**src/rtl/tmr8_pkg.sv**
```systemverilog
`timescale 1ns/1ps
package tmr8_pkg;
  localparam int SEL_W = 3;

  typedef enum logic [1:0] {
    MODE_INTERVAL = 2'b00,
    MODE_CAP_RISE = 2'b01,
    MODE_CAP_FALL = 2'b10,
    MODE_PWM      = 2'b11
  } tmr_mode_e;

  localparam logic [SEL_W-1:0] SEL_EXT_FALL = 3'd5;
  localparam logic [SEL_W-1:0] SEL_EXT_RISE = 3'd6;
  localparam logic [SEL_W-1:0] SEL_STOP     = 3'd7;

  localparam logic [1:0] ADDR_CTRL = 2'd0;
  localparam logic [1:0] ADDR_DATA = 2'd1;
  localparam logic [1:0] ADDR_STAT = 2'd2;
  localparam logic [1:0] ADDR_CNT  = 2'd3;

  localparam int CTRL_CLR_BIT = 5;

  typedef struct packed {
    logic             cap_ie;
    logic             ovf_ie;
    tmr_mode_e        mode;
    logic [SEL_W-1:0] sel;
  } tmr_ctrl_t;
endpackage

```
**src/rtl/tmr8_edge.sv**
```systemverilog
`timescale 1ns/1ps
module tmr8_edge #(
  parameter int STAGES = 2
) (
  input  logic clk,
  input  logic rst_n,
  input  logic pin_i,
  output logic rise_o,
  output logic fall_o
);
  logic [STAGES:0] sh_q;

  always_ff @(posedge clk or negedge rst_n) begin
    if (!rst_n) sh_q <= '0;
    else        sh_q <= {sh_q[STAGES-1:0], pin_i};
  end

  assign rise_o =  sh_q[STAGES-1] & ~sh_q[STAGES];
  assign fall_o = ~sh_q[STAGES-1] &  sh_q[STAGES];


  edge_excl_chk: assert property (@(posedge clk) disable iff (!rst_n)
    !(rise_o && fall_o));
endmodule

```
**src/rtl/tmr8_regs.sv**
```systemverilog
`timescale 1ns/1ps
module tmr8_regs
  import tmr8_pkg::*;
#(
  parameter int W = 8
) (
  input  logic         clk,
  input  logic         rst_n,
  input  logic         wr_i,
  input  logic [1:0]   addr_i,
  input  logic [W-1:0] wdata_i,
  input  logic [W-1:0] cnt_i,
  input  logic         cap_evt_i,
  input  logic [W-1:0] cap_val_i,
  input  logic         ovf_evt_i,
  input  logic         mtch_evt_i,
  output tmr_ctrl_t    ctrl_o,
  output logic [W-1:0] ref_o,
  output logic         clr_o,
  output logic         pend_ovf_o,
  output logic         pend_mtc_o,
  output logic [W-1:0] rdata_o
);
  logic wr_ctrl, wr_data, wr_stat;
  assign wr_ctrl = wr_i && (addr_i == ADDR_CTRL);
  assign wr_data = wr_i && (addr_i == ADDR_DATA);
  assign wr_stat = wr_i && (addr_i == ADDR_STAT);
  assign clr_o   = wr_ctrl && wdata_i[CTRL_CLR_BIT];

  always_ff @(posedge clk or negedge rst_n) begin
    if (!rst_n) begin
      ctrl_o <= '0;
    end else if (wr_ctrl) begin
      ctrl_o.cap_ie <= wdata_i[7];
      ctrl_o.ovf_ie <= wdata_i[6];
      ctrl_o.mode   <= tmr_mode_e'(wdata_i[4:3]);
      ctrl_o.sel    <= wdata_i[2:0];
    end
  end

  // capture has priority over a software write in the same cycle
  always_ff @(posedge clk or negedge rst_n) begin
    if (!rst_n)         ref_o <= '0;
    else if (cap_evt_i) ref_o <= cap_val_i;
    else if (wr_data)   ref_o <= wdata_i;
  end

  logic mtc_set;
  assign mtc_set = mtch_evt_i || cap_evt_i;

  always_ff @(posedge clk or negedge rst_n) begin
    if (!rst_n) begin
      pend_ovf_o <= 1'b0;
      pend_mtc_o <= 1'b0;
    end else begin
      pend_ovf_o <= ovf_evt_i || (pend_ovf_o && !(wr_stat && !wdata_i[0]));
      pend_mtc_o <= mtc_set   || (pend_mtc_o && !(wr_stat && !wdata_i[1]));
    end
  end

  always_comb begin
    unique case (addr_i)
      ADDR_CTRL: rdata_o = W'({ctrl_o.cap_ie, ctrl_o.ovf_ie, 1'b0,
                               ctrl_o.mode, ctrl_o.sel});
      ADDR_DATA: rdata_o = ref_o;
      ADDR_STAT: rdata_o = W'({pend_mtc_o, pend_ovf_o});
      default:   rdata_o = cnt_i;
    endcase
  end


  mpend_set_chk: assert property (@(posedge clk) disable iff (!rst_n)
    mtc_set |=> pend_mtc_o);

  mpend_clr_chk: assert property (@(posedge clk) disable iff (!rst_n)
    (wr_stat && !wdata_i[1] && !mtc_set) |=> !pend_mtc_o);

  opend_set_chk: assert property (@(posedge clk) disable iff (!rst_n)
    ovf_evt_i |=> pend_ovf_o);
endmodule

```
**src/rtl/tmr8_core.sv**
```systemverilog
`timescale 1ns/1ps
module tmr8_core
  import tmr8_pkg::*;
#(
  parameter int W    = 8,
  parameter int NPRE = 5
) (
  input  logic            clk,
  input  logic            rst_n,
  input  tmr_ctrl_t       ctrl_i,
  input  logic [W-1:0]    ref_i,
  input  logic            clr_i,
  input  logic [NPRE-1:0] presc_en_i,
  input  logic            ext_rise_i,
  input  logic            ext_fall_i,
  input  logic            cap_rise_i,
  input  logic            cap_fall_i,
  output logic [W-1:0]    cnt_o,
  output logic            out_o,
  output logic            ovf_evt_o,
  output logic            mtch_evt_o,
  output logic            cap_evt_o,
  output logic [W-1:0]    cap_val_o
);
  logic         tick;
  logic [W-1:0] cmp_q;
  logic         tog_q;
  logic         hit;

  always_comb begin
    tick = 1'b0;
    for (int i = 0; i < NPRE; i++) begin
      if (ctrl_i.sel == SEL_W'(i)) tick = presc_en_i[i];
    end
    if (ctrl_i.sel == SEL_EXT_RISE) tick = ext_rise_i;
    if (ctrl_i.sel == SEL_EXT_FALL) tick = ext_fall_i;
    if (ctrl_i.sel == SEL_STOP)     tick = 1'b0;
  end

  assign hit        = (ctrl_i.mode == MODE_INTERVAL) && (cnt_o == cmp_q);
  assign ovf_evt_o  = tick && !clr_i && (cnt_o == {W{1'b1}});
  assign mtch_evt_o = tick && !clr_i && hit;
  assign cap_evt_o  = ((ctrl_i.mode == MODE_CAP_RISE) && cap_rise_i) ||
                      ((ctrl_i.mode == MODE_CAP_FALL) && cap_fall_i);
  assign cap_val_o  = cnt_o;

  always_ff @(posedge clk or negedge rst_n) begin
    if (!rst_n)     cnt_o <= '0;
    else if (clr_i) cnt_o <= '0;
    else if (tick)  cnt_o <= hit ? '0 : cnt_o + 1'b1;
  end

  always_ff @(posedge clk or negedge rst_n) begin
    if (!rst_n)                              cmp_q <= '0;
    else if (clr_i || ovf_evt_o || mtch_evt_o) cmp_q <= ref_i;
  end

  always_ff @(posedge clk or negedge rst_n) begin
    if (!rst_n)          tog_q <= 1'b0;
    else if (mtch_evt_o) tog_q <= ~tog_q;
  end

  assign out_o = (ctrl_i.mode == MODE_PWM) ? (cmp_q > cnt_o) : tog_q;


  clr_zero_chk: assert property (@(posedge clk) disable iff (!rst_n)
    clr_i |=> (cnt_o == '0));

  stop_hold_chk: assert property (@(posedge clk) disable iff (!rst_n)
    ((ctrl_i.sel == SEL_STOP) && !clr_i) |=> $stable(cnt_o));

  wrap_zero_chk: assert property (@(posedge clk) disable iff (!rst_n)
    ovf_evt_o |=> (cnt_o == '0));

  cmp_hold_chk: assert property (@(posedge clk) disable iff (!rst_n)
    (!clr_i && !ovf_evt_o && !mtch_evt_o) |=> $stable(cmp_q));
endmodule

```
**src/rtl/tmr8_unit.sv**
```systemverilog
`timescale 1ns/1ps
module tmr8_unit
  import tmr8_pkg::*;
#(
  parameter int W      = 8,
  parameter int NPRE   = 5,
  parameter int STAGES = 2
) (
  input  logic            clk,
  input  logic            rst_n,
  input  logic [NPRE-1:0] presc_en_i,
  input  logic            ext_clk_i,
  input  logic            cap_i,
  input  logic            bus_wr_i,
  input  logic [1:0]      bus_addr_i,
  input  logic [W-1:0]    bus_wdata_i,
  output logic [W-1:0]    bus_rdata_o,
  output logic            tmr_out_o,
  output logic            ovf_irq_o,
  output logic            mtc_irq_o
);
  tmr_ctrl_t    ctrl;
  logic [W-1:0] ref_val, cnt, cap_val;
  logic         clr, pend_ovf, pend_mtc;
  logic         ext_rise, ext_fall, cap_rise, cap_fall;
  logic         ovf_evt, mtch_evt, cap_evt;

  tmr8_edge #(.STAGES(STAGES)) u_ext_sync (
    .clk(clk), .rst_n(rst_n), .pin_i(ext_clk_i),
    .rise_o(ext_rise), .fall_o(ext_fall));

  tmr8_edge #(.STAGES(STAGES)) u_cap_sync (
    .clk(clk), .rst_n(rst_n), .pin_i(cap_i),
    .rise_o(cap_rise), .fall_o(cap_fall));

  tmr8_regs #(.W(W)) u_regs (
    .clk(clk), .rst_n(rst_n),
    .wr_i(bus_wr_i), .addr_i(bus_addr_i), .wdata_i(bus_wdata_i),
    .cnt_i(cnt), .cap_evt_i(cap_evt), .cap_val_i(cap_val),
    .ovf_evt_i(ovf_evt), .mtch_evt_i(mtch_evt),
    .ctrl_o(ctrl), .ref_o(ref_val), .clr_o(clr),
    .pend_ovf_o(pend_ovf), .pend_mtc_o(pend_mtc), .rdata_o(bus_rdata_o));

  tmr8_core #(.W(W), .NPRE(NPRE)) u_core (
    .clk(clk), .rst_n(rst_n),
    .ctrl_i(ctrl), .ref_i(ref_val), .clr_i(clr), .presc_en_i(presc_en_i),
    .ext_rise_i(ext_rise), .ext_fall_i(ext_fall),
    .cap_rise_i(cap_rise), .cap_fall_i(cap_fall),
    .cnt_o(cnt), .out_o(tmr_out_o),
    .ovf_evt_o(ovf_evt), .mtch_evt_o(mtch_evt),
    .cap_evt_o(cap_evt), .cap_val_o(cap_val));

  assign ovf_irq_o = pend_ovf && ctrl.ovf_ie;
  assign mtc_irq_o = pend_mtc && ctrl.cap_ie;
endmodule

```
**config.mk**
```make
export PLATFORM = sky130hd
export DESIGN_NAME = tmr8_unit
export DESIGN_NICKNAME = d
export VERILOG_FILES = /design/src/rtl/tmr8_pkg.sv /design/src/rtl/tmr8_edge.sv /design/src/rtl/tmr8_regs.sv /design/src/rtl/tmr8_core.sv /design/src/rtl/tmr8_unit.sv
export SDC_FILE = /design/constraint.sdc
export NUM_CORES = 1
export LEC_CHECK = 0
export BUFFER_PORTS_ARGS = -buffer_cell sky130_fd_sc_hd__buf_2
export CORE_MARGIN = 2
export CORE_UTILIZATION = 35
export DETAILED_ROUTE_END_ITERATION = 7
export SLEW_MARGIN = 20
export SYNTH_ARGS = -nofsm -noshare
export SYNTH_HDL_FRONTEND = slang
export SYNTH_SLANG_ARGS = --single-unit
```
**constraint.sdc**
```tcl
create_clock -name clk -period 4.3 [get_ports clk]
set_clock_uncertainty 0.15 [all_clocks]
set_input_delay 0.215 -clock clk [delete_from_list [all_inputs] [get_ports clk]]
set_output_delay 0.215 -clock clk [all_outputs]
set_load 0.02 [all_outputs]
```
==> results.md <==
* DPL Wire Length at approximately 3.8 mm
* Highest net fanout along the worst path at 8
* Post-Synthesis Net Count at 231
* Tot GR Track Use at 16.1%
* Peak VDD IR at 272 uV
* Final hold vios at 0
* Worst path bufs/invs at 1
* # fillers at 616
* Status: finished clean
* Global-route wire length before repair at 9.05 mm
* Yosys reg bits at 40
* Clk_lat worst skew at between 200 and 300 ps
* Initial DRT Pass Iterations at 4
* Synth Instances at 202
* Die height at 83.8 um
* Initial DRC count at 88
* Main synth FF type: dfrtp_1
* Fin cells at 312
* CTS Sinks at 40
* Critical Path RT at 4330 ps
* CTS buffer count at 5
* Max-slew headroom at 39.7%
* Vias in the first global route at 1782
* Worst path max stage delay at 490 ps
* Max Cap Violations at 0
* Crit start category: register
* Final #Nets at 263
* Multi-input combinational cell area at 1150 sq um
* Worst hold-check path type: input port to register
* Die area at 7020 sq um
* Vias per Instance at between 5 and 6
* Post-DP Area at 2430 sq um
* FF/Latch Area at 1000 sq um
* Crit path max-delay family: simple AND/OR/NAND/NOR gates
* Num rows at 29
* Crit share post-route at 58.6%
* # H-tree levels at 2
* Worst EP arrival at 2550 ps
* Min cycle time layout at ~2500 ps
* Number of port buffers at 30
* Critical path's slowest cell: dfrtp_1
* Post-route cell area at 2570 sq um
* Antenna violation net count after detailed routing at 0
* Synth Area per Inst at 11.0 sq um
* Synth cell types at 44
* Final WL at 5.25 mm
* Total number of vias at 1662
* Crit-path cells: inv_1 -> ha_1 -> nand4_1 -> nor4_4 -> a31oi_2 -> o21ai_4 -> mux2_2
* Sequential-to-total area share from yosys stat at approximately 45%
* Slew @ Worst Pin at 905 ps
* CTS tree: yes
* ANT cells at 0
* Crit end category: register
* Root Driver: clkbuf_8
* Placed insts at 301
* Setup TNS at 0 ps
* Initial antenna violation count at 0
* Residual DRC at 0
* Starting Density at 35.7%
* I/O Pins at 31
* Die Width at around 84 um
* Synth warnings at 0
* Mapped Area at 2230 sq um
* Gr ovfl total at 0
* FMAX at 397 MHz
* Final-report setup violation count at 0
* Core area at ~6200 sq um
* Post-DR wirelength/cell at between 15 and 20 um
* Commonest cells after routing, fill and taps aside: 40 x dfrtp_1, 30 x buf_2, 20 x mux2_2, 17 x nor2_1, 15 x a21oi_1
* Setup CP Type: register to register
* Layout area overhead at 15.5%
* Max Transition Viols Final at 0
* Post-synth EDFFs at 0
* Worst-path clk slew at 80 ps
* Async SR Flop Fraction at 100%
* Largest net degree at the start of global routing at just over 40
* Pwr dens at about 550 nW/um^2
* Worst-case clock buffer depth at 2
* # Post-CTS Setup Buffers at 0
* RSZ-0062 raised after global routing: no
* Commonest non-fill, non-tap cell in the layout: dfrtp_1
* Layout cell share with drive strength beyond 1 at 29.8%
* RD Place Congestion at 0.913
* LEAKAGE at 0.00115 uW
sequential cells by signal, summed over array words and instances, names as in the netlist:
name               cells
u_regs.pend_ovf_o      1
u_ext_sync.sh_q        3
u_cap_sync.sh_q        3
u_regs.ref_o           8
u_core.cap_val_o       8
u_regs.pend_mtc_o      1
u_core.cmp_q           8
u_core.tog_q           1
u_regs.ctrl_o          7
cell families after synthesis:
logic type               count (synthesis)  synth area share, %
flip-flops                              40                 44.9
adder cells (fa/ha/maj)                  9                 5.06
AND/OR/NAND/NOR                         57                 15.1
buffers and inverters                   18                 3.71
XOR/XNOR                                 1                0.393
AO/OA/AOI/OAI                           44                 13.7
multiplexers                            33                 17.1
layout make-up:
class	count	share of cell area [%]
sequential	40	38.9
clock buffer	6	2.82
timing repair buffer	34	7.30
tap	77	3.75
inverter	9	1.31
multi-input combinational	144	44.6
clock inverter	2	1.36
routing by layer:
metal / routed length, um / vias to the layer above / GRT usage, %
li1: - / 805 / -
met1: 2510 / 823 / 22.0
met2: 2470 / 27 / 25.9
met3: 189 / 7 / 3.07
met4: 78 / 0 / 5.43
met5: 0 / - / 0
metrics by stage:
stage	utilization, %	hold slack [ps]	setup slack (ps)	power (uW)
2_1_floorplan	-	-231	1940	967
3_3_place_gp	39.0	174	1860	1110
3_5_place_dp	39.0	174	1790	1120
4_1_cts	41.2	12.6	1770	1430
5_1_grt	41.2	21.9	1580	1520
6_report	41.2	13.7	1780	1410
worst reg2reg max path, cell delays in order, from the launching register on:
cell     delay (ps)
dfrtp_1         490
inv_1            80
ha_1            300
nand4_1         180
nor4_4          460
a31oi_2          90
o21ai_4         290
mux2_2          370
synth_stat cells, types with 2 or more instances:
| master | n | area [sq um] |
|---|---|---|
| a31oi_1 | 2 | 12.5 |
| ha_1 | 9 | 113 |
| dfrtp_1 | 40 | 1000 |
| o21ai_0 | 5 | 25.0 |
| o32ai_1 | 2 | 17.5 |
| a22o_1 | 5 | 43.8 |
| mux2i_1 | 11 | 110 |
| nand4_1 | 4 | 25.0 |
| o21a_1 | 2 | 15.0 |
| nor2b_1 | 4 | 25.0 |
| nand2b_1 | 2 | 12.5 |
| nand3b_1 | 3 | 22.5 |
| nand2_1 | 6 | 22.5 |
| buf_2 | 2 | 10.0 |
| a21oi_1 | 15 | 75.1 |
| clkbuf_1 | 4 | 15.0 |
| mux2_2 | 20 | 225 |
| o211ai_1 | 4 | 30.0 |
| nor4bb_1 | 2 | 20.0 |
| nand3_1 | 3 | 15.0 |
| and2_1 | 3 | 18.8 |
| inv_1 | 8 | 30.0 |
| mux4_2 | 2 | 45.0 |
| o31ai_1 | 4 | 30.0 |
| nor2_1 | 18 | 67.6 |
| nor3_1 | 2 | 10.0 |
| or3_1 | 3 | 18.8 |
where the power goes:
group          total (uW)  switching [uW]  internal [uW]
Combinational         487             247            239
Sequential            622             130            492
Clock                 303             131            172
timing repair:
item | in CTS | in global routing
hold endpoints to repair | 42 | 0
gates resized for setup | 0 | 0
hold buffers | 3 | 0
final timing paths:
check / startpoint / to / slack (ps) / depth (start not counted)
max: u_core.cap_val_o[6] / u_core.cmp_q[3] / 1780 / 7
min: bus_wdata_i[6] / u_regs.ctrl_o[5] / 10 / 2
max reg2reg: u_core.cap_val_o[6] / u_core.cmp_q[3] / 1780 / 7
min reg2reg: u_cap_sync.sh_q[0] / u_cap_sync.sh_q[1] / 200 / 0
max in group asynchronous: rst_n / u_core.cap_val_o[6] / 2990 / 2
min in group asynchronous: rst_n / u_ext_sync.sh_q[1] / 430 / 2
No activity file was read; power rests on OpenSTA's default activity.
